==> config.mk <==
export PLATFORM = sky130hd
export DESIGN_NAME = pwm_fault_guard
export DESIGN_NICKNAME = d
export VERILOG_FILES = /design/src/rtl/pfg_pkg.sv /design/src/rtl/pfg_src_sel.sv /design/src/rtl/pfg_status.sv /design/src/rtl/pfg_out_stage.sv /design/src/rtl/pwm_fault_guard.sv
export SDC_FILE = /design/constraint.sdc
export NUM_CORES = 1
export LEC_CHECK = 0
export ABC_AREA = 0
export BUFFER_PORTS_ARGS = -buffer_cell sky130_fd_sc_hd__buf_4
export CORE_UTILIZATION = 32
export DETAILED_ROUTE_END_ITERATION = 12
export PLACE_DENSITY = 0.67
export REMOVE_ABC_BUFFERS = 1
export SLEW_MARGIN = 15
export SYNTH_ARGS = -nofsm -noshare
export SYNTH_HDL_FRONTEND = slang
export SYNTH_SLANG_ARGS = --single-unit
==> constraint.sdc <==
create_clock -name clk -period 1.55 [get_ports clk]
set_input_delay 0.31 -clock clk [delete_from_list [all_inputs] [get_ports clk]]
set_output_delay 0.31 -clock clk [all_outputs]
set_load 0.01 [all_outputs]
==> src/rtl/pfg_pkg.sv <==
package pfg_pkg;

    localparam int REG_W     = 8;
    localparam int NUM_OUT   = 4;
    localparam int SRC_W     = 3;
    localparam int SAFE_W    = 2;
    localparam logic ADDR_CTRL = 1'b0;
    localparam logic ADDR_STAT = 1'b1;

    typedef enum logic [SRC_W-1:0] {
        SRC_NONE   = 3'b000,
        SRC_C1     = 3'b001,
        SRC_C2     = 3'b010,
        SRC_C12    = 3'b011,
        SRC_INT    = 3'b100,
        SRC_INT_C1 = 3'b101,
        SRC_INT_C2 = 3'b110,
        SRC_ALL    = 3'b111
    } src_sel_e;

    typedef struct packed {
        logic              restart_en;
        logic [SAFE_W-1:0] safe_bd;
        logic [SAFE_W-1:0] safe_ac;
        src_sel_e          src;
    } ctrl_t;

    typedef struct packed {
        logic data;
        logic en;
    } pin_t;

    function automatic pin_t safe_pin(input logic [SAFE_W-1:0] code);
        pin_t p;
        if (code[1]) begin
            p.data = 1'b0;
            p.en   = 1'b0;
        end else begin
            p.data = code[0];
            p.en   = 1'b1;
        end
        return p;
    endfunction

endpackage

==> src/rtl/pfg_src_sel.sv <==
module pfg_src_sel
    import pfg_pkg::*;
(
    input  src_sel_e sel,
    input  logic     cmp1_trip,
    input  logic     cmp2_trip,
    input  logic     ext_int_n,
    output logic     fault
);
    logic [SRC_W-1:0] raw;

    always_comb begin
        raw[0] = cmp1_trip;
        raw[1] = cmp2_trip;
        raw[2] = ~ext_int_n;
        fault  = |(raw & sel);
    end
endmodule

==> src/rtl/pfg_status.sv <==
module pfg_status (
    input  logic clk,
    input  logic rst,
    input  logic fault,
    input  logic sw_set,
    input  logic sw_clr,
    input  logic restart_en,
    input  logic period_start,
    output logic flag
);
    always_ff @(posedge clk) begin
        if (rst)
            flag <= 1'b0;
        else if (fault || sw_set)
            flag <= 1'b1;
        else if (flag && sw_clr)
            flag <= 1'b0;
        else if (flag && restart_en && period_start)
            flag <= 1'b0;
    end

    AST_FAULT_LATCH: assert property (@(posedge clk) disable iff (rst)
        fault |=> flag);
    AST_SW_SET: assert property (@(posedge clk) disable iff (rst)
        sw_set |=> flag);
    AST_CLR_BLOCKED: assert property (@(posedge clk) disable iff (rst)
        (flag && sw_clr && fault) |=> flag);
    AST_STICKY: assert property (@(posedge clk) disable iff (rst)
        (flag && !sw_clr && !(restart_en && period_start)) |=> flag);
    AST_RESTART: assert property (@(posedge clk) disable iff (rst)
        (flag && restart_en && period_start && !fault && !sw_set) |=> !flag);
endmodule

==> src/rtl/pfg_out_stage.sv <==
module pfg_out_stage
    import pfg_pkg::*;
#(
    parameter int N = NUM_OUT
) (
    input  logic              shut,
    input  logic [SAFE_W-1:0] safe_ac,
    input  logic [SAFE_W-1:0] safe_bd,
    input  logic [N-1:0]      pwm_drv,
    output logic [N-1:0]      pin_data,
    output logic [N-1:0]      pin_oe
);
    for (genvar i = 0; i < N; i++) begin : g_pin
        pin_t p;
        always_comb begin
            if (shut)
                p = safe_pin((i % 2 == 0) ? safe_ac : safe_bd);
            else begin
                p.data = pwm_drv[i];
                p.en   = 1'b1;
            end
            pin_data[i] = p.data;
            pin_oe[i]   = p.en;
        end
    end
endmodule

==> src/rtl/pwm_fault_guard.sv <==
module pwm_fault_guard
    import pfg_pkg::*;
(
    input  logic               clk,
    input  logic               rst,
    input  logic               reg_we,
    input  logic               reg_addr,
    input  logic [REG_W-1:0]   reg_wdata,
    output logic [REG_W-1:0]   reg_rdata,
    input  logic               cmp1_trip,
    input  logic               cmp2_trip,
    input  logic               ext_int_n,
    input  logic               period_start,
    input  logic [NUM_OUT-1:0] pwm_drv,
    output logic [NUM_OUT-1:0] pin_data,
    output logic [NUM_OUT-1:0] pin_oe
);
    ctrl_t ctrl_q;
    logic  fault;
    logic  flag;
    logic  sw_set;
    logic  sw_clr;
    logic  stat_wr;

    always_ff @(posedge clk) begin
        if (rst)
            ctrl_q <= '0;
        else if (reg_we && reg_addr == ADDR_CTRL)
            ctrl_q <= ctrl_t'(reg_wdata);
    end

    always_comb begin
        stat_wr   = reg_we && (reg_addr == ADDR_STAT);
        sw_set    = stat_wr && reg_wdata[0];
        sw_clr    = stat_wr && !reg_wdata[0];
        reg_rdata = (reg_addr == ADDR_CTRL) ? REG_W'(ctrl_q)
                                            : {{(REG_W-1){1'b0}}, flag};
    end

    pfg_src_sel u_src (
        .sel       (ctrl_q.src),
        .cmp1_trip (cmp1_trip),
        .cmp2_trip (cmp2_trip),
        .ext_int_n (ext_int_n),
        .fault     (fault)
    );

    pfg_status u_stat (
        .clk          (clk),
        .rst          (rst),
        .fault        (fault),
        .sw_set       (sw_set),
        .sw_clr       (sw_clr),
        .restart_en   (ctrl_q.restart_en),
        .period_start (period_start),
        .flag         (flag)
    );

    pfg_out_stage #(.N(NUM_OUT)) u_out (
        .shut     (flag | fault),
        .safe_ac  (ctrl_q.safe_ac),
        .safe_bd  (ctrl_q.safe_bd),
        .pwm_drv  (pwm_drv),
        .pin_data (pin_data),
        .pin_oe   (pin_oe)
    );

    AST_PASS_NORMAL: assert property (@(posedge clk) disable iff (rst)
        (!flag && !fault) |-> (pin_oe == '1 && pin_data == pwm_drv));
    AST_AC_RELEASE: assert property (@(posedge clk) disable iff (rst)
        (flag && ctrl_q.safe_ac[1]) |-> (!pin_oe[0] && !pin_oe[2]));
    AST_BD_RELEASE: assert property (@(posedge clk) disable iff (rst)
        (flag && ctrl_q.safe_bd[1]) |-> (!pin_oe[1] && !pin_oe[3]));
endmodule

; ---- Yosys cells after proc, flatten, opt, wreduce, memory -nomap -nowiden
; Index checks and enable logic that the tools add are counted.
[word_totals]
regBits = 9
latchBits = 0
ram_bits = 0
romBits = 0
in_bits = 20
out_inout_bits = 16
n_memories = 0
[classes]
add_sub_neg = 0
n_mul = 0
n_div = 0
n_lt_le_gt_ge = 0
n_eq_ne = 0
n_shift = 0
muxes = 10
bitwise = 4
reduce_logical = 11
[ops]
columns = cell, count
row1 = $mux W2, 6
row2 = $mux W8, 1
row3 = $logic_and A1 B1 Y1, 7
row4 = $and A3 B3 Y3, 1
row5 = $mux W1, 3
row6 = $reduce_bool A3 Y1, 1
row7 = $reduce_or A3 Y1, 1
row8 = $not A1 Y1, 2
row9 = $logic_not A1 Y1, 1
row10 = $logic_or A1 B1 Y1, 1
row11 = $or A1 B1 Y1, 1

; ---- Longest topological paths before layout
[depth]
ltp_word = 5
depth_mapped = 4

; ---- Hierarchy
; A second synthesis with hierarchy kept.
[hier_totals]
cells_unflattened = 69
area_unflattened_um2 = 600.6
[modules_own_cells]
columns = module, instances, cells_each, area_per_inst_um2, seq_area_each_um2
row1 = pwm_fault_guard, 1, 48, 471.7, 160.2
row2 = pfg_out_stage, 1, 14, 72.6, 0.0
row3 = pfg_status, 1, 5, 40.0, 20.0
row4 = pfg_src_sel, 1, 2, 16.3, 0.0

; ---- Worst setup path after synthesis
; OpenSTA, ideal clock, no wires.
[synth_path]
kind = input-to-output
startpoint = in ext_int_n
endpoint = out pin_data[0]
t_arrival_ps = 949
path_slack_ps = 291
path_stages = 3
path_buffers = 0
path_cell_list = nand2b_2 > nand4b_4 > mux2_4
[synth_between]
elab_chain_len = 5
[synth_lines]
columns = element, line_no
row1 = start: declaration, pwm_fault_guard.sv:12  ; input logic ext_int_n,
row2 = $not A1 Y1, pfg_src_sel.sv:15  ; raw[2] = ~ext_int_n;
row3 = $and A3 B3 Y3, pfg_src_sel.sv:16  ; fault = |(raw & sel);
row4 = $reduce_or A3 Y1, pfg_src_sel.sv:16
row5 = $or A1 B1 Y1, pwm_fault_guard.sv:60  ; .shut (flag | fault),
row6 = $mux W2, pfg_out_stage.sv:16  ; if (shut)
row7 = end: declaration, pwm_fault_guard.sv:15  ; output logic [NUM_OUT-1:0] pin_data,
; No other way between the ends.

; ---- Final worst setup path
[layout_path]
startpoint = reg ctrl_q[1] (netlist bit)
endpoint = out pin_data[0]
[layout_between]
elab_chain_len = 4
[layout_lines]
columns = element, line_no
row1 = start: declaration, pwm_fault_guard.sv:18  ; ctrl_t ctrl_q;
row2 = start signal: assignment, pwm_fault_guard.sv:29  ; ctrl_q <= ctrl_t'(reg_wdata);
row3 = $and A3 B3 Y3, pfg_src_sel.sv:16
row4 = $reduce_or A3 Y1, pfg_src_sel.sv:16
row5 = $or A1 B1 Y1, pwm_fault_guard.sv:60
row6 = $mux W2, pfg_out_stage.sv:16
; No other way between the ends.

==> flow_metrics.tcl <==
set metrics [dict create \
    drc_errors 10 \
    routed_wl_um 1259 \
    dieArea_mm2 0.001886 \
    layout_setup_ws_ns -0.06070 \
    nets 116 \
    ys_seq_elements 9 \
    fmax_mhz 620.8 \
    io_pins 36 \
    end_kind "output port" \
    critPathBufInv 1 \
    finalClockSkew_ns 0.002507 \
    grt_max_degree 12 \
    grt.met1_usage 0.1531 \
    power_leakage_uw 0.0004333 \
    outcome "finished with violations" \
    drive_gt1_frac 0.5684 \
    max_stage_delay_ns 0.34 \
    cts_tree "done" \
    coreArea_mm2 0.001559 \
    grt_util_met3 0.02917 \
    critPathArrivalTime_ns 1.30 \
    finalHoldViolCount 0 \
    holdBufCountCts 0 \
    rows 14 \
    track_usage 0.1426 \
    start_util 0.3523 \
    antenna_found_initial 0 \
    fin_crit_ns 1.611 \
    die_width_um 43.43 \
    clock_path_buffers 2 \
    yosysUniqueCellTypes 17 \
    crit_type "reg -> out" \
    vias 524 \
    areaGrowthSynthToFinish_pct 59.45 \
    met2_usage 0.2515 \
    crit_chain "nand2_2 > nand4b_4 > mux2_4 > buf_6" \
    drtIter0Drc 13 \
    clk_latency_ns 0.26 \
    utilization 0.5618 \
    die_h_um 43.43 \
    first_pass_iters 7 \
    peakVddDrop_v 0.0003818 \
    synth_area_um2 549.3 \
    startpoint_type "flip-flop" \
    path_clk_slew_ns 0.06 \
    ys.warnings.count 0 \
    vias_per_cell 4.721 \
    worstPathMaxFanout 6 \
    diodes 0 \
    final-max-slew-violation-count 0 \
    cp.required_ns 1.24 \
    maxCapViolCount 0 \
    dp.final_hpwl_um 971 \
    fillers 154 \
    synthCells 57 \
    critPathTopFamily "multiplexers" \
    worst_pin_slew_ns 0.1609 \
    yosysSeqAreaShare 0.3280 \
    wire_per_inst_um 11.34 \
    fin_crit_sh 1.039 \
    gp_congestion 0.7537 \
    slew_headroom 0.8913 \
    cts_root_buffer "clkbuf_4" \
    numCtsBuffers 3 \
    hold_path.class "in -> reg" \
    violations "DRC, setup timing" \
    ant_nets 0 \
    htree_levels 1 \
    cts_sinks 9 \
    p_total_uw 639.0 \
    dpl_worst_slack_ns 0.02992 \
    busiest_layer "met2" \
    portBuffers 35 \
    rsz0062_at_grt "true" \
    grt_pass1_vias 496 \
    grt-ovfl-total 0 \
    grt_pass1_wl_um 2014 \
    p_per_area_mw_per_mm2 729.6 \
    avgSynthCellArea_um2 9.636 \
    crit_slowest_cell "mux2_4" \
    setup_viol 4 \
]
## area by class of cell
cell class                      instances  area (µm²)  share of cell area
Sequential cell                         9       183.9              0.2100
Clock buffer                            3       22.52             0.02571
Multi-Input combinational cell         42       332.8              0.3800
Tap cell                               16       20.02             0.02286
Timing Repair Buffer                   39       307.8              0.3514
Clock inverter                          1       5.005            0.005714
Inverter                                1       3.754            0.004286
## power by group
group / total (µW) / leakage, µW / switching [µW] / internal (µW)
Sequential: 255 / 0.0000750 / 9.69 / 245
Combinational: 203 / 0.000341 / 73.1 / 130
Clock: 181 / 0.0000177 / 85.9 / 95.3
Total: 639 / 0.000433 / 169 / 470
## per-stage QoR
step	cell area [µm²]	instances	hold slack, ns	TNS [ns]
2_1_floorplan	511.7	52	0.3824	0
6_report	875.8	111	0.2850	-0.2372
5_1_grt	875.8	111	0.2804	-0.7260
3_3_place_gp	802.0	104	0.4855	0
3_5_place_dp	802.0	104	0.4961	0
4_1_cts	859.6	109	0.2834	-0.2900
## state kept, by name, summed over array words and instances (netlist names)
signal / count
ctrl_q: 8
u_stat.flag: 1
## Yosys cell counts
| library cell | instances | area share |
|---|---|---|
| nand2_1 | 4 | 0.027 |
| clkbuf_1 | 1 | 0.0068 |
| buf_6 | 1 | 0.020 |
| nand3_1 | 1 | 0.0091 |
| a41o_1 | 1 | 0.018 |
| buf_4 | 3 | 0.041 |
| a41oi_1 | 1 | 0.016 |
| nand4b_4 | 1 | 0.043 |
| dfxtp_1 | 9 | 0.33 |
| mux2_4 | 4 | 0.11 |
| mux2_1 | 1 | 0.020 |
| nor2_1 | 8 | 0.055 |
| nand2_2 | 2 | 0.023 |
| mux2i_1 | 8 | 0.15 |
| nand2b_2 | 1 | 0.016 |
| inv_1 | 1 | 0.0068 |
| nor2b_1 | 10 | 0.11 |
## placed cells by master (no fill, tap or decap), drive strengths merged
cell	count
buf	39
nor2b	10
dfxtp	9
mux2i	8
nor2	8
nand2	6
mux2	5
clkbuf	3
nand2b	1
nand4b	1
inv	1
nand3	1
a41oi	1
a41o	1
clkinv	1
## metal layers
| layer | vias to the layer above | part of all wire |
|---|---|---|
| met1 | 227 | 0.39 |
| met4 | 0 | 0.017 |
| li1 | 264 | - |
| met3 | 4 | 0.091 |
| met5 | - | 0 |
| met2 | 29 | 0.50 |
## worst register-to-register path, delay by kind of cell (launching register included)
family | cells | cell delay [ns]
simple gates | 1 | 0.09
flops | 1 | 0.33
compound gates | 2 | 0.34
## worst paths after layout
check,startpoint,endpoint,slack (ns),cells past startpoint
setup / recovery,ctrl_q[1]$_SDFFE_PP0P_,pin_data[0],-0.06,4
hold / removal,reg_wdata[6],ctrl_q[6]$_SDFFE_PP0P_,0.29,3
setup reg to reg,ctrl_q[0]$_SDFFE_PP0P_,u_stat.flag$_SDFFE_PP0P_,0.69,3
hold reg to reg,ctrl_q[5]$_SDFFE_PP0P_,ctrl_q[5]$_SDFFE_PP0P_,0.50,2
## logic make-up after synthesis
logic type | after synthesis | share of synthesized area
simple gates | 27 | 0.2870
mux | 13 | 0.2756
flops | 9 | 0.3280
buf+inv | 6 | 0.07515
compound gates | 2 | 0.03417
## timing repair
action,in CTS,in global routing
setup buffers,1,2
pin swaps,2,1
resized for setup,7,1
endpoints found under the setup margin,4,4
hold endpoints to repair,0,0
gates cloned,0,0
No activity file was read; power rests on OpenSTA's default activity.
